## src/rtl/ram_walk_pkg.sv

```systemverilog
package ram_walk_pkg;
   typedef enum logic [1:0] {
      DIR_YD_XD = 2'b00,
      DIR_YD_XI = 2'b01,
      DIR_YI_XD = 2'b10,
      DIR_YI_XI = 2'b11
   } walk_dir_e;

   localparam walk_dir_e DIR_RST = DIR_YI_XI;

   function automatic logic dir_x_up(walk_dir_e d);
      return d[0];
   endfunction

   function automatic logic dir_y_up(walk_dir_e d);
      return d[1];
   endfunction
endpackage

```

## src/rtl/walk_cfg_regs.sv

```systemverilog
module walk_cfg_regs
   import ram_walk_pkg::*;
#(
   parameter int XW     = 5,
   parameter int YW     = 9,
   parameter int XS_RST = 0,
   parameter int XE_RST = 24,
   parameter int YS_RST = 0,
   parameter int YE_RST = 299
) (
   input  logic          clk,
   input  logic          rst_n,
   input  logic          win_x_we,
   input  logic [XW-1:0] win_x_lo,
   input  logic [XW-1:0] win_x_hi,
   input  logic          win_y_we,
   input  logic [YW-1:0] win_y_lo,
   input  logic [YW-1:0] win_y_hi,
   input  logic          mode_we,
   input  logic [1:0]    mode_dir,
   input  logic          mode_ymajor,
   output logic [XW-1:0] xs,
   output logic [XW-1:0] xe,
   output logic [YW-1:0] ys,
   output logic [YW-1:0] ye,
   output logic          x_up,
   output logic          y_up,
   output logic          ymaj
);
   walk_dir_e dir_q;
   logic      ymaj_q;

   always_ff @(posedge clk or negedge rst_n) begin
      if (!rst_n) begin
         xs <= XW'(XS_RST);
         xe <= XW'(XE_RST);
      end else if (win_x_we) begin
         xs <= win_x_lo;
         xe <= win_x_hi;
      end
   end

   always_ff @(posedge clk or negedge rst_n) begin
      if (!rst_n) begin
         ys <= YW'(YS_RST);
         ye <= YW'(YE_RST);
      end else if (win_y_we) begin
         ys <= win_y_lo;
         ye <= win_y_hi;
      end
   end

   always_ff @(posedge clk or negedge rst_n) begin
      if (!rst_n) begin
         dir_q  <= DIR_RST;
         ymaj_q <= 1'b0;
      end else if (mode_we) begin
         dir_q  <= walk_dir_e'(mode_dir);
         ymaj_q <= mode_ymajor;
      end
   end

   assign x_up = dir_x_up(dir_q);
   assign y_up = dir_y_up(dir_q);
   assign ymaj = ymaj_q;

   p_mode_load_r8: assert property (@(posedge clk) disable iff (!rst_n)
      mode_we |=> (ymaj == $past(mode_ymajor)) && ({y_up, x_up} == $past(mode_dir)));
endmodule

```

## src/rtl/walk_axis_step.sv

```systemverilog
module walk_axis_step #(
   parameter int W = 5
) (
   input  logic [W-1:0] cur,
   input  logic [W-1:0] lo,
   input  logic [W-1:0] hi,
   input  logic         up,
   output logic         at_bnd,
   output logic [W-1:0] stepped
);
   always_comb begin
      at_bnd = up ? (cur == hi) : (cur == lo);
      if (at_bnd)
         stepped = up ? lo : hi;
      else if (up)
         stepped = cur + W'(1);
      else
         stepped = cur - W'(1);
   end
endmodule

```

## src/rtl/walk_lin_calc.sv

```systemverilog
module walk_lin_calc #(
   parameter int XW         = 5,
   parameter int YW         = 9,
   parameter int LW         = 14,
   parameter int LINE_BYTES = 25,
   parameter bit MULT_STYLE = 1'b0
) (
   input  logic [XW-1:0] x,
   input  logic [YW-1:0] y,
   output logic [LW-1:0] lin
);
   localparam int MB = $clog2(LINE_BYTES + 1);
   localparam logic [MB-1:0] LB_VEC = MB'(LINE_BYTES);

   generate
      if (MULT_STYLE) begin : g_mult
         assign lin = LW'(y) * LW'(LINE_BYTES) + LW'(x);
      end else begin : g_shift_add
         always_comb begin
            lin = LW'(x);
            for (int i = 0; i < MB; i++) begin
               if (LB_VEC[i])
                  lin = lin + (LW'(y) << i);
            end
         end
      end
   endgenerate
endmodule

```

## src/rtl/ram_addr_walker.sv

```systemverilog
module ram_addr_walker
   import ram_walk_pkg::*;
#(
   parameter int XW         = 5,
   parameter int YW         = 9,
   parameter int LINE_BYTES = 25,
   parameter int XS_RST     = 0,
   parameter int XE_RST     = 24,
   parameter int YS_RST     = 0,
   parameter int YE_RST     = 299,
   parameter bit MULT_STYLE = 1'b0,
   localparam int LW = $clog2((2**YW - 1) * LINE_BYTES + 2**XW)
) (
   input  logic          clk,
   input  logic          rst_n,
   input  logic          win_x_we,
   input  logic [XW-1:0] win_x_lo,
   input  logic [XW-1:0] win_x_hi,
   input  logic          win_y_we,
   input  logic [YW-1:0] win_y_lo,
   input  logic [YW-1:0] win_y_hi,
   input  logic          mode_we,
   input  logic [1:0]    mode_dir,
   input  logic          mode_ymajor,
   input  logic          ld_x,
   input  logic [XW-1:0] ld_x_val,
   input  logic          ld_y,
   input  logic [YW-1:0] ld_y_val,
   input  logic          wr_stb,
   output logic [XW-1:0] x_addr,
   output logic [YW-1:0] y_addr,
   output logic [LW-1:0] lin_addr
);
   generate
      if (XW < 1 || YW < 1) begin : g_bad_width
         $error("ram_addr_walker: counter widths must be positive");
      end
      if (LINE_BYTES < 1 || LINE_BYTES > 2**XW) begin : g_bad_line
         $error("ram_addr_walker: LINE_BYTES must lie in 1..2**XW");
      end
      if (XS_RST > XE_RST || XE_RST >= 2**XW) begin : g_bad_xrst
         $error("ram_addr_walker: column window reset values out of range");
      end
      if (YS_RST > YE_RST || YE_RST >= 2**YW) begin : g_bad_yrst
         $error("ram_addr_walker: row window reset values out of range");
      end
   endgenerate

   logic [XW-1:0] xs, xe, x_q, x_step;
   logic [YW-1:0] ys, ye, y_q, y_step;
   logic          x_up, y_up, ymaj;
   logic          x_bnd, y_bnd, x_en, y_en;

   walk_cfg_regs #(
      .XW(XW), .YW(YW),
      .XS_RST(XS_RST), .XE_RST(XE_RST), .YS_RST(YS_RST), .YE_RST(YE_RST)
   ) u_cfg (
      .clk(clk), .rst_n(rst_n),
      .win_x_we(win_x_we), .win_x_lo(win_x_lo), .win_x_hi(win_x_hi),
      .win_y_we(win_y_we), .win_y_lo(win_y_lo), .win_y_hi(win_y_hi),
      .mode_we(mode_we), .mode_dir(mode_dir), .mode_ymajor(mode_ymajor),
      .xs(xs), .xe(xe), .ys(ys), .ye(ye),
      .x_up(x_up), .y_up(y_up), .ymaj(ymaj)
   );

   walk_axis_step #(.W(XW)) u_xstep (
      .cur(x_q), .lo(xs), .hi(xe), .up(x_up), .at_bnd(x_bnd), .stepped(x_step)
   );

   walk_axis_step #(.W(YW)) u_ystep (
      .cur(y_q), .lo(ys), .hi(ye), .up(y_up), .at_bnd(y_bnd), .stepped(y_step)
   );

   // primary axis moves on every strobe; secondary only on primary wrap
   assign x_en = wr_stb && (!ymaj || y_bnd);
   assign y_en = wr_stb && (ymaj || x_bnd);

   always_ff @(posedge clk or negedge rst_n) begin
      if (!rst_n)
         x_q <= '0;
      else if (ld_x)
         x_q <= ld_x_val;
      else if (x_en)
         x_q <= x_step;
   end

   always_ff @(posedge clk or negedge rst_n) begin
      if (!rst_n)
         y_q <= '0;
      else if (ld_y)
         y_q <= ld_y_val;
      else if (y_en)
         y_q <= y_step;
   end

   assign x_addr = x_q;
   assign y_addr = y_q;

   walk_lin_calc #(
      .XW(XW), .YW(YW), .LW(LW), .LINE_BYTES(LINE_BYTES), .MULT_STYLE(MULT_STYLE)
   ) u_lin (
      .x(x_q), .y(y_q), .lin(lin_addr)
   );

   logic x_in_win, y_in_win;
   assign x_in_win = (x_q >= xs) && (x_q <= xe);
   assign y_in_win = (y_q >= ys) && (y_q <= ye);

   p_x_in_win_r4: assert property (@(posedge clk) disable iff (!rst_n)
      (!win_x_we && !ld_x && x_in_win) |=> x_in_win);

   p_y_in_win_r4: assert property (@(posedge clk) disable iff (!rst_n)
      (!win_y_we && !ld_y && y_in_win) |=> y_in_win);

   p_hold_r9: assert property (@(posedge clk) disable iff (!rst_n)
      (!wr_stb && !ld_x && !ld_y) |=> ($stable(x_addr) && $stable(y_addr)));

   p_load_x_r7: assert property (@(posedge clk) disable iff (!rst_n)
      ld_x |=> (x_addr == $past(ld_x_val)));

   p_load_y_r7: assert property (@(posedge clk) disable iff (!rst_n)
      ld_y |=> (y_addr == $past(ld_y_val)));

   p_row_waits_r3: assert property (@(posedge clk) disable iff (!rst_n)
      (wr_stb && !ld_y && !ymaj && !x_bnd) |=> $stable(y_addr));

   p_col_waits_r3: assert property (@(posedge clk) disable iff (!rst_n)
      (wr_stb && !ld_x && ymaj && !y_bnd) |=> $stable(x_addr));
endmodule

```

## config.mk

```make
export PLATFORM = sky130hd
export DESIGN_NAME = ram_addr_walker
export DESIGN_NICKNAME = d
export VERILOG_FILES = /design/src/rtl/ram_walk_pkg.sv /design/src/rtl/walk_cfg_regs.sv /design/src/rtl/walk_axis_step.sv /design/src/rtl/walk_lin_calc.sv /design/src/rtl/ram_addr_walker.sv
export SDC_FILE = /design/constraint.sdc
export NUM_CORES = 1
export LEC_CHECK = 0
export CELL_PAD_IN_SITES_DETAIL_PLACEMENT = 0
export CELL_PAD_IN_SITES_GLOBAL_PLACEMENT = 2
export CORE_MARGIN = 2
export CORE_UTILIZATION = 29
export CTS_CLUSTER_DIAMETER = 120
export CTS_CLUSTER_SIZE = 16
export DETAILED_ROUTE_END_ITERATION = 7
export HOLD_SLACK_MARGIN = 0.05
export PLACE_DENSITY = 0.86
export SYNTH_ARGS = -nofsm -noshare
export SYNTH_HDL_FRONTEND = slang
export SYNTH_SLANG_ARGS = --single-unit
export TNS_END_PERCENT = 5
```

## constraint.sdc

```tcl
create_clock -name clk -period 4.5 [get_ports clk]
set_clock_uncertainty 0.05 [all_clocks]
set_input_delay 1.125 -clock clk [delete_from_list [all_inputs] [get_ports clk]]
set_output_delay 1.125 -clock clk [all_outputs]
set_load 0.1 [all_outputs]
```

# Word-level counts from Yosys, hierarchy flattened
# Cells that the tools add are included.
dict set report classes {
  n_reduce_logical 7
  addsub 7
  mux 12
  eq_ne 4
}
# operator n
set op_table {}
lappend op_table {{two-way mux 9 bit} 5}
lappend op_table {{two-way mux 5 bit} 5}
lappend op_table {{== test 9 bit} 2}
lappend op_table {{adder 14 x 12 -> 14 bit} 1}
lappend op_table {{adder 14 x 13 -> 14 bit} 1}
lappend op_table {{adder 5 x 9 -> 10 bit} 1}
lappend op_table {{== test 5 bit} 2}
lappend op_table {{adder 9 x 1 -> 9 bit, second input constant} 1}
lappend op_table {{subtractor 9 x 1 -> 9 bit, second input constant} 1}
lappend op_table {{adder 5 x 1 -> 5 bit, second input constant} 1}
lappend op_table {{subtractor 5 x 1 -> 5 bit, second input constant} 1}
lappend op_table {{nonzero test 2 bit} 2}
lappend op_table {{logical AND 1 bit} 2}
lappend op_table {{logical OR 1 bit} 2}
lappend op_table {{two-way mux 1 bit} 2}
lappend op_table {{logical NOT 1 bit} 1}
dict set report totals {
  in_bits 53
  elab_cells 38
  regBits 45
}

# Logic depth before layout (Yosys ltp)
# Gate-level depths: netlist of the first run.
dict set report logic_depth {
  word_depth 6
  mapped_depth 18
  mapped_depth_nobuf 18
}

# Hierarchy
# A second synthesis of the first run with hierarchy kept.
dict set report unflattened {
  cells_unflattened 349
  area_unflattened_um2 3987.6
}
# mod instances seq_area_each_um2 area_per_inst_um2 cells_each
set modules_own_cells {}
lappend modules_own_cells {walk_cfg_regs 1 787.0 1209.9 65}
lappend modules_own_cells {walk_lin_calc 1 0.0 949.7 110}
lappend modules_own_cells {ram_addr_walker 1 350.3 764.5 48}
lappend modules_own_cells {{walk_axis_step (u_ystep)} 1 0.0 705.7 80}
lappend modules_own_cells {{walk_axis_step (u_xstep)} 1 0.0 357.8 46}

# Least setup slack after synthesis of the first run
# Ideal clock, no wire load.
dict set report synth_timing {
  path_type {register to output}
  startpoint {register y_q[0], in the netlist y_addr[0]}
  endpoint {output lin_addr[12]}
  stages_incl_launch_ff 19
  required_ns 3.325
  slack_ns -2.309
  t_arrival_ns 5.634
  cell_sequence {dfrtp_1 > ha_1 > inv_1 > fa_1 > inv_1 > a21oi_1 > o21ai_0 > and2_1 > o21ai_0 > xnor2_1 > fa_1 > inv_1 > ha_1 > a21o_1 > a21oi_1 > o21bai_1 > a21oi_1 > o21ai_0 > xor2_1}
}
dict set report synth_between {
  elab_chain_cells 3
}
# item line_no
set synth_rtl {}
lappend synth_rtl {{start, declared} ram_addr_walker.sv:50} ;# logic [YW-1:0] ys, ye, y_q, y_step;
lappend synth_rtl {{start signal, assigned} ram_addr_walker.sv:91} ;# y_q <= ld_y_val;
lappend synth_rtl {{start signal, assigned} ram_addr_walker.sv:93} ;# y_q <= y_step;
lappend synth_rtl {{adder 5 x 9 -> 10 bit} walk_lin_calc.sv:23} ;# lin = lin + (LW'(y) << i);
lappend synth_rtl {{adder 14 x 12 -> 14 bit} walk_lin_calc.sv:23}
lappend synth_rtl {{adder 14 x 13 -> 14 bit *} walk_lin_calc.sv:23}
lappend synth_rtl {{end, declared} ram_addr_walker.sv:32} ;# output logic [LW-1:0] lin_addr
# Every way passes the cells marked *; elsewhere a longest branch is shown, timed or not.

# Final worst setup path of the first run
dict set report layout_timing {
  startpoint {register x_q[0], in the netlist x_addr[0]}
  endpoint {output lin_addr[10]}
}
dict set report layout_between {
  elab_chain_cells 3
}
# item line_no
set layout_rtl {}
lappend layout_rtl {{start, declared} ram_addr_walker.sv:49} ;# logic [XW-1:0] xs, xe, x_q, x_step;
lappend layout_rtl {{start signal, assigned} ram_addr_walker.sv:82} ;# x_q <= ld_x_val;
lappend layout_rtl {{start signal, assigned} ram_addr_walker.sv:84} ;# x_q <= x_step;
lappend layout_rtl {{adder 5 x 9 -> 10 bit} walk_lin_calc.sv:23}
lappend layout_rtl {{adder 14 x 12 -> 14 bit} walk_lin_calc.sv:23}
lappend layout_rtl {{adder 14 x 13 -> 14 bit} walk_lin_calc.sv:23}
# Every way passes these cells.

==> summary.md, run 1 <==
| Metric | Value |
|---|---|
| Status | `complete, but fails checks` |
| Failing checks | `negative setup slack` |
| H-Tree Depth | `2` |
| Sequential share of the synthesized area | `30.8%` |
| Iter 0 DRT Violations | `146` |
| Synth Cell Area | `0.00370 mm²` |
| ANT nets after route | `0` |
| Setup violators final | `7` |
| Final worst setup slack | `-0.454 ns` |
| Layout cell share with drive strength beyond 1 | `30.3%` |
| Post-synth ARST share | `100%` |
| CTS Hold Bufs | `0` |
| Met1 Usage GRT | `around 18%` |
| WL/cell | `14.0 µm` |
| CTS sink cnt | `45` |
| HP Class | `reg2reg` |
| Largest net degree at the start of global routing | `46` |
| Highest clock rate | `202 MHz` |
| Drt pass-1 iters | `4` |
| Placed insts | `631` |
| Routed via count | `between 3,000 and 4,000` |
| Most common cell after layout, fill and taps aside | `clkdlybuf4s50_1` |
| Worst-margin pin slew | `1.01 ns` |
| Row count | `41` |
| Vias in the first global route | `2,925` |
| Grt total ovfl | `0` |
| CTS Buf Count | `5` |
| Top cell type by total area after synthesis | `dfrtp_1` |
| Syn. warnings | `0` |
| Number of fill cells | `1,257` |
| Syn Inst Count | `361` |
| Power Dens Cells | `766 mW/mm²` |
| Global placement routability congestion | `between 0.8 and 0.9` |
| Core area | `approximately 0.013 mm²` |
| Period utilization | `110%` |
| Crit path kind | `reg2out` |
| Worst Setup Start Kind | `register` |
| Routed WL | `9000 µm` |
| Most frequent cells in the layout | `66 x clkdlybuf4s50_1, 36 x buf_4, 31 x mux2_2` |
| Die area | `0.0137 mm²` |
| Non-Filler Instances | `641` |
| Worst vdd ir | `0.319 mV` |
| Final Total Pwr | `4.06 mW` |
| Post-synth cell types | `48` |
| Post-synthesis net count | `roughly 450` |
| Die width | `117 µm` |
| Number of I/O port buffers | `80` |
| Crit path time final | `4.95 ns` |
| Worst-skew pair later-pin latency | `0.29 ns` |
| Finished Cell Area | `0.00530 mm²` |
| CP required | `3.32 ns` |
| Register bit total from synthesis | `45` |
| GR peak layer | `met2` |
| Post-synth EDFFs | `0` |
| Area contributors post-synth | `dfrtp_1 24%, ha_1 9.5%, mux2_2 9.4%` |
| Nets | `559` |
| Root Buffer | `clkbuf_16` |
| Initial Utilization | `around 30%` |
| First-pass GRT wire length | `14,400 µm` |
| Slew headroom | `32.9%` |
| IO Count | `81` |
| Main synth FF type | `dfrtp_1` |
| CTS tree | `yes` |
| Final Slew Violations | `0` |
| Residual DRC | `0` |
| Crit path max fanout | `2` |
| Met3 Usage GRT | `1.70%` |
| Area after DPL | `between 0.005 and 0.006 mm²` |
| RSZ-0062 raised after global routing | `yes` |
| Total of max-cap violations | `0` |
| Avg Inst Size Synth | `between 10 and 15 µm²` |
| Final hold vios | `0` |
| Met2 usage | `22.4%` |
| Clock transition at the registers of the reported paths | `0.06 ns` |
| Chip Height | `117 µm` |
| CTS max path bufs | `2` |
| ANT cells | `0` |
| Worst setup EP type | `output port` |
| Area growth, synth to finish | `43.5%` |
| DP HPWL | `7350 µm` |
| GRT Total Usage | `13.5%` |
| Arr. time, crit path | `between 3 and 4 ns` |
| Via density | `about 4.8` |
| Leak | `2.25 nW` |
| Initial antenna violation count | `0` |
| Top-area cell type share of the netlist area | `24.4%` |
-- cell type report --
| cell class | count | area [µm²] | area share (%) |
|---|---|---|---|
| tap | 172 | 215 | 4.06 |
| timing repair buffer | 113 | 1140 | 21.4 |
| inverter | 31 | 116 | 2.19 |
| clock inverter | 3 | 17.5 | 0.330 |
| sequential | 45 | 1160 | 21.8 |
| multi-input combinational | 272 | 2540 | 47.8 |
| clock buffer | 5 | 125 | 2.36 |
-- final timing paths --
check | cells past startpoint | end | start | slack, ns
worst max-delay path | 17 | lin_addr[10] | x_addr[0]$_DFFE_PN0P_ | -0.45
worst min-delay path | 1 | u_cfg.ys[6]$_DFFE_PN0P_ | u_cfg.ys[6]$_DFFE_PN0P_ | 0.48
worst max register to register | 6 | x_addr[2]$_DFFE_PN0P_ | u_cfg.dir_q[1]$_DFFE_PN1P_ | 1.46
worst min register to register | 1 | u_cfg.ys[6]$_DFFE_PN0P_ | u_cfg.ys[6]$_DFFE_PN0P_ | 0.48
min in group asynchronous | 1 | u_cfg.xs[4]$_DFFE_PN0P_ | rst_n | 0.96
max in group asynchronous | 1 | y_addr[1]$_DFFE_PN0P_ | rst_n | 2.71
-- cell usage after synthesis (2+ instances only) --
cell	count
a2111oi_0	2
a211o_1	8
a21o_1	8
a21oi_1	28
a311o_1	2
a31oi_1	7
and2_1	6
buf_2	3
buf_6	2
clkbuf_1	6
dfrtp_1	36
dfstp_2	9
fa_1	10
ha_1	28
inv_1	31
mux2_2	31
mux2i_1	24
nand2_1	13
nand3_1	7
nor2_1	7
nor2b_1	7
nor3_1	2
o211ai_1	7
o21ai_0	12
o21bai_1	4
o31a_1	2
o41ai_1	2
xnor2_1	26
xor2_1	12
-- metrics by stage --
step                      hold slack (ns)  TNS (ns)  setup WS, ns  utilization, %
after CTS                           0.487     -2.75        -0.527            42.1
final                               0.481     -2.22        -0.454            42.4
after floorplan                     0.445     -5.17        -0.820               -
after detailed placement            0.474     -1.37        -0.349            40.7
after global placement              0.466     -1.05        -0.279            40.7
after global routing                0.503     -3.70        -0.647            42.4
-- layer usage --
metal,share of wire [%],up-vias
met1,46,1449
met3,3.4,14
met2,47,85
met4,2.7,0
met5,0,-
li1,-,1506
-- kinds of logic (layout without fill, tap and decap cells) --
| kind of cell | count (synthesis) | after routing | share of synthesized area (%) |
|---|---|---|---|
| AND/OR/NAND/NOR | 51 | 51 | 7.79 |
| multiplexers | 55 | 55 | 15.9 |
| flip-flops | 45 | 45 | 30.8 |
| adder cells (fa/ha/maj) | 38 | 38 | 14.9 |
| AO/OA/AOI/OAI | 90 | 90 | 16.5 |
| XOR/XNOR | 38 | 38 | 9.00 |
| buffers and inverters | 44 | 152 | 5.08 |
-- power by group --
part / internal (mW) / switching, mW
Sequential: 0.463 / 0.0494
Combinational: 1.23 / 1.96
Clock: 0.204 / 0.157
-- registers in the layout, indices dropped and copies added (netlist names) --
| name | count |
|---|---|
| u_cfg.xs | 5 |
| x_addr | 5 |
| u_cfg.dir_q | 2 |
| u_cfg.xe | 5 |
| u_cfg.ymaj | 1 |
| u_cfg.ys | 9 |
| u_cfg.ye | 9 |
| y_addr | 9 |
-- critical path: stages, from the launching register on --
cell and delay (ns):
dfrtp_4 0.42, ha_4 0.13, inv_2 0.04, fa_2 0.39
inv_2 0.06, a21oi_2 0.05, o21ai_2 0.14, xor2_1 0.21
fa_1 0.45, ha_2 0.20, fa_2 0.34, a21o_1 0.20
a21oi_2 0.14, o21bai_1 0.10, a21oi_2 0.17, buf_4 0.14
xnor2_2 0.12, buf_12 0.20
-- repair_timing --
item | CTS | global route
setup endpoints to repair | 8 | 8
buffers inserted | 1 | 1
gates resized for setup | 6 | 12
pin swaps | 11 | 16
Note: power is estimated with default switching activity, not from simulation.
==> run 2, diff against run 1 <==
==> constraint.sdc (replaced) <==
create_clock -name clk -period 4.5 [get_ports clk]
set_clock_uncertainty 0.05 [all_clocks]
set_input_delay 1.125 -clock clk [delete_from_list [all_inputs] [get_ports clk]]
set_output_delay 1.125 -clock clk [all_outputs]
set_load 0.01 [all_outputs]
==> run 2 against run 1 <==
The run still ends with negative setup slack left. Clock power grew 18%. Critical path depth grew 3. Cell area shrank 2.3%. Sequential power is essentially flat. Non-clock buffer count grew 5. Via count shrank 0.29%. First-iteration DRC count shrank 22%. Combinational power shrank 51%.
==> summary.md, run 2 (synthesis results as in run 1) <==
| Metric | Value |
|---|---|
| Status | `complete, but fails checks` |
| Failing checks | `negative setup slack` |
| Grt total ovfl | `0` |
| Routed via count | `3,045` |
| Setup tns final | `-1.44 ns` |
| CTS sink cnt | `45` |
| Residual DRC | `0` |
| Final worst setup slack | `-0.344 ns` |
| Highest clock rate | `206 MHz` |
| Reg2reg path depth | `6` |
| CTS tree | `yes` |
| Via density | `4.71` |
| Clock transition at the registers of the reported paths | `roughly 0.06 ns` |
| Period utilization | `108%` |
| ANT cells | `0` |
| CTS max path bufs | `2` |
| CP required | `3.32 ns` |
| Setup violators final | `6` |
| Pre-CTS setup slack | `-0.525 ns` |
| Critical R2R Launch | `u_cfg.dir_q[1]$_DFFE_PN1P_` |
| Core area | `0.0125 mm²` |
| Worst r2r dst | `x_addr[2]$_DFFE_PN0P_` |
| Slew headroom | `31.9%` |
| HP Class | `reg2reg` |
| Global placement routability congestion | `0.786` |
| Worst Setup Start Kind | `register` |
| Power Dens Cells | `479 mW/mm²` |
| Iter 0 DRT Violations | `roughly 110` |
| ANT nets after route | `0` |
| Placed insts | `roughly 630` |
| Setup crit end | `lin_addr[12]` |
| Routed WL | `roughly 9100 µm` |
| Area after DPL | `0.00494 mm²` |
| WL/cell | `about 14 µm` |
| Chip Height | `117 µm` |
| RSZ-0062 raised after global routing | `yes` |
| Crit path kind | `reg2out` |
| H-Tree Depth | `2` |
| Hold path cells | `1` |
| Final hold vios | `0` |
| IO Count | `81` |
| Worst vdd ir | `0.161 mV` |
| Worst Setup SP | `y_addr[1]$_DFFE_PN0P_` |
| Initial antenna violation count | `0` |
| Reg2reg setup slack | `1.47 ns` |
| Crit path max fanout | `4` |
| Total of max-cap violations | `0` |
| Worst setup EP type | `output port` |
| Die width | `117 µm` |
| Number of I/O port buffers | `80` |
| Vias in the first global route | `3,149` |
| Layout cell share with drive strength beyond 1 | `~27%` |
| Root Buffer | `clkbuf_16` |
| Non-Filler Instances | `646` |
| Die area | `around 0.014 mm²` |
| Row count | `41` |
| CTS Buf Count | `5` |
| Initial Utilization | `29.5%` |
| Final Slew Violations | `0` |
| Crit path time final | `4.84 ns` |
| Nets | `564` |
| Most frequent cells in the layout | `70 x clkdlybuf4s50_1, 36 x buf_4, 32 x dfrtp_1` |
| First-pass GRT wire length | `15,200 µm` |
| DP HPWL | `7300 µm` |
| GRT Total Usage | `~14%` |
| Largest net degree at the start of global routing | `46` |
| WHS | `approximately 0.48 ns` |
| Leak | `2.21 nW` |
| Drt pass-1 iters | `4` |
| Arr. time, crit path | `between 3 and 4 ns` |
| Worst-skew pair later-pin latency | `between 0.2 and 0.3 ns` |
| Most common cell after layout, fill and taps aside | `clkdlybuf4s50_1` |
| Area growth, synth to finish | `40.2%` |
| Finished Cell Area | `0.00518 mm²` |
| Worst-margin pin slew | `1.02 ns` |
==> run 2: report_power, final <==
part           internal, mW  leakage, nW  switching (mW)
Clock                 0.277       0.0841           0.149
Sequential            0.460        0.513          0.0524
Combinational         0.826         1.62           0.720
==> run 2: how the worst min path moves through the flow <==
| stage | startpoint | endpoint | slack [ns] |
|---|---|---|---|
| after CTS | u_cfg.xe[1]$_DFFE_PN0P_ | u_cfg.xe[1]$_DFFE_PN0P_ | 0.48 |
| after floorplan | u_cfg.ys[6]$_DFFE_PN0P_ | u_cfg.ys[6]$_DFFE_PN0P_ | 0.44 |
| after detailed placement | u_cfg.xe[1]$_DFFE_PN0P_ | u_cfg.xe[1]$_DFFE_PN0P_ | 0.47 |
| final | u_cfg.xe[0]$_DFFE_PN0P_ | u_cfg.xe[0]$_DFFE_PN0P_ | 0.48 |
| after global routing | u_cfg.xs[3]$_DFFE_PN0P_ | u_cfg.xs[3]$_DFFE_PN0P_ | 0.51 |
| after global placement | u_cfg.ys[6]$_DFFE_PN0P_ | u_cfg.ys[6]$_DFFE_PN0P_ | 0.46 |
==> run 2: layout make-up <==
| type | count | area [µm²] |
|---|---|---|
| Tap cell | 172 | 215 |
| Inverter | 31 | 119 |
| Clock buffer | 7 | 143 |
| Fill cell | 1268 | 7330 |
| Multi-Input combinational cell | 272 | 2480 |
| Sequential cell | 45 | 1140 |
| Timing Repair Buffer | 118 | 1050 |
| Clock inverter | 1 | 30.0 |
==> run 2: timing repair <==
item	CTS	global route
gates resized for setup	45	8
hold buffers	0	0
setup endpoints to repair	9	8
buffers inserted	4	0
pin swaps	14	4
==> run 2: critical path, stage by stage, from the launching register on <==
cell and delay [ns]:
dfrtp_2 0.41, buf_6 0.12, inv_4 0.03, fa_2 0.36, inv_2 0.07, a21oi_2 0.05
o21ai_2 0.15, and2_1 0.17, buf_4 0.11, buf_4 0.08, o211ai_1 0.08, xor2_1 0.16
fa_1 0.50, inv_2 0.05, ha_4 0.27, inv_1 0.04, o21bai_1 0.16, a21oi_2 0.09
o21ai_1 0.16, xor2_1 0.17, buf_2 0.15
==> run 2: metrics by stage <==
step	util (%)	total power, mW
floorplan	-	1.37
global placement	39.4	2.04
detailed placement	39.4	2.06
CTS	41.3	2.49
global route	41.4	2.69
finish	41.4	2.48
==> run 2: layer usage <==
layer,up-vias,share of wire [%],track usage (%)
li1,1519,-,-
met3,12,3.5,2.01
met5,-,0,0
met1,1455,46,18.2
met4,0,1.8,4.16
met2,59,49,24.5
==> run 3, diff against run 2 <==
--- a/config.mk
+++ b/config.mk
@@ -9,7 +9,7 @@
 export CELL_PAD_IN_SITES_GLOBAL_PLACEMENT = 2
 export CORE_MARGIN = 2
 export CORE_UTILIZATION = 29
-export CTS_CLUSTER_DIAMETER = 120
+export CTS_CLUSTER_DIAMETER = 50
 export CTS_CLUSTER_SIZE = 16
 export DETAILED_ROUTE_END_ITERATION = 7
 export HOLD_SLACK_MARGIN = 0.05
==> results of run 3 <==
The final DEF is identical to that of run 2; final timing and power are the same.
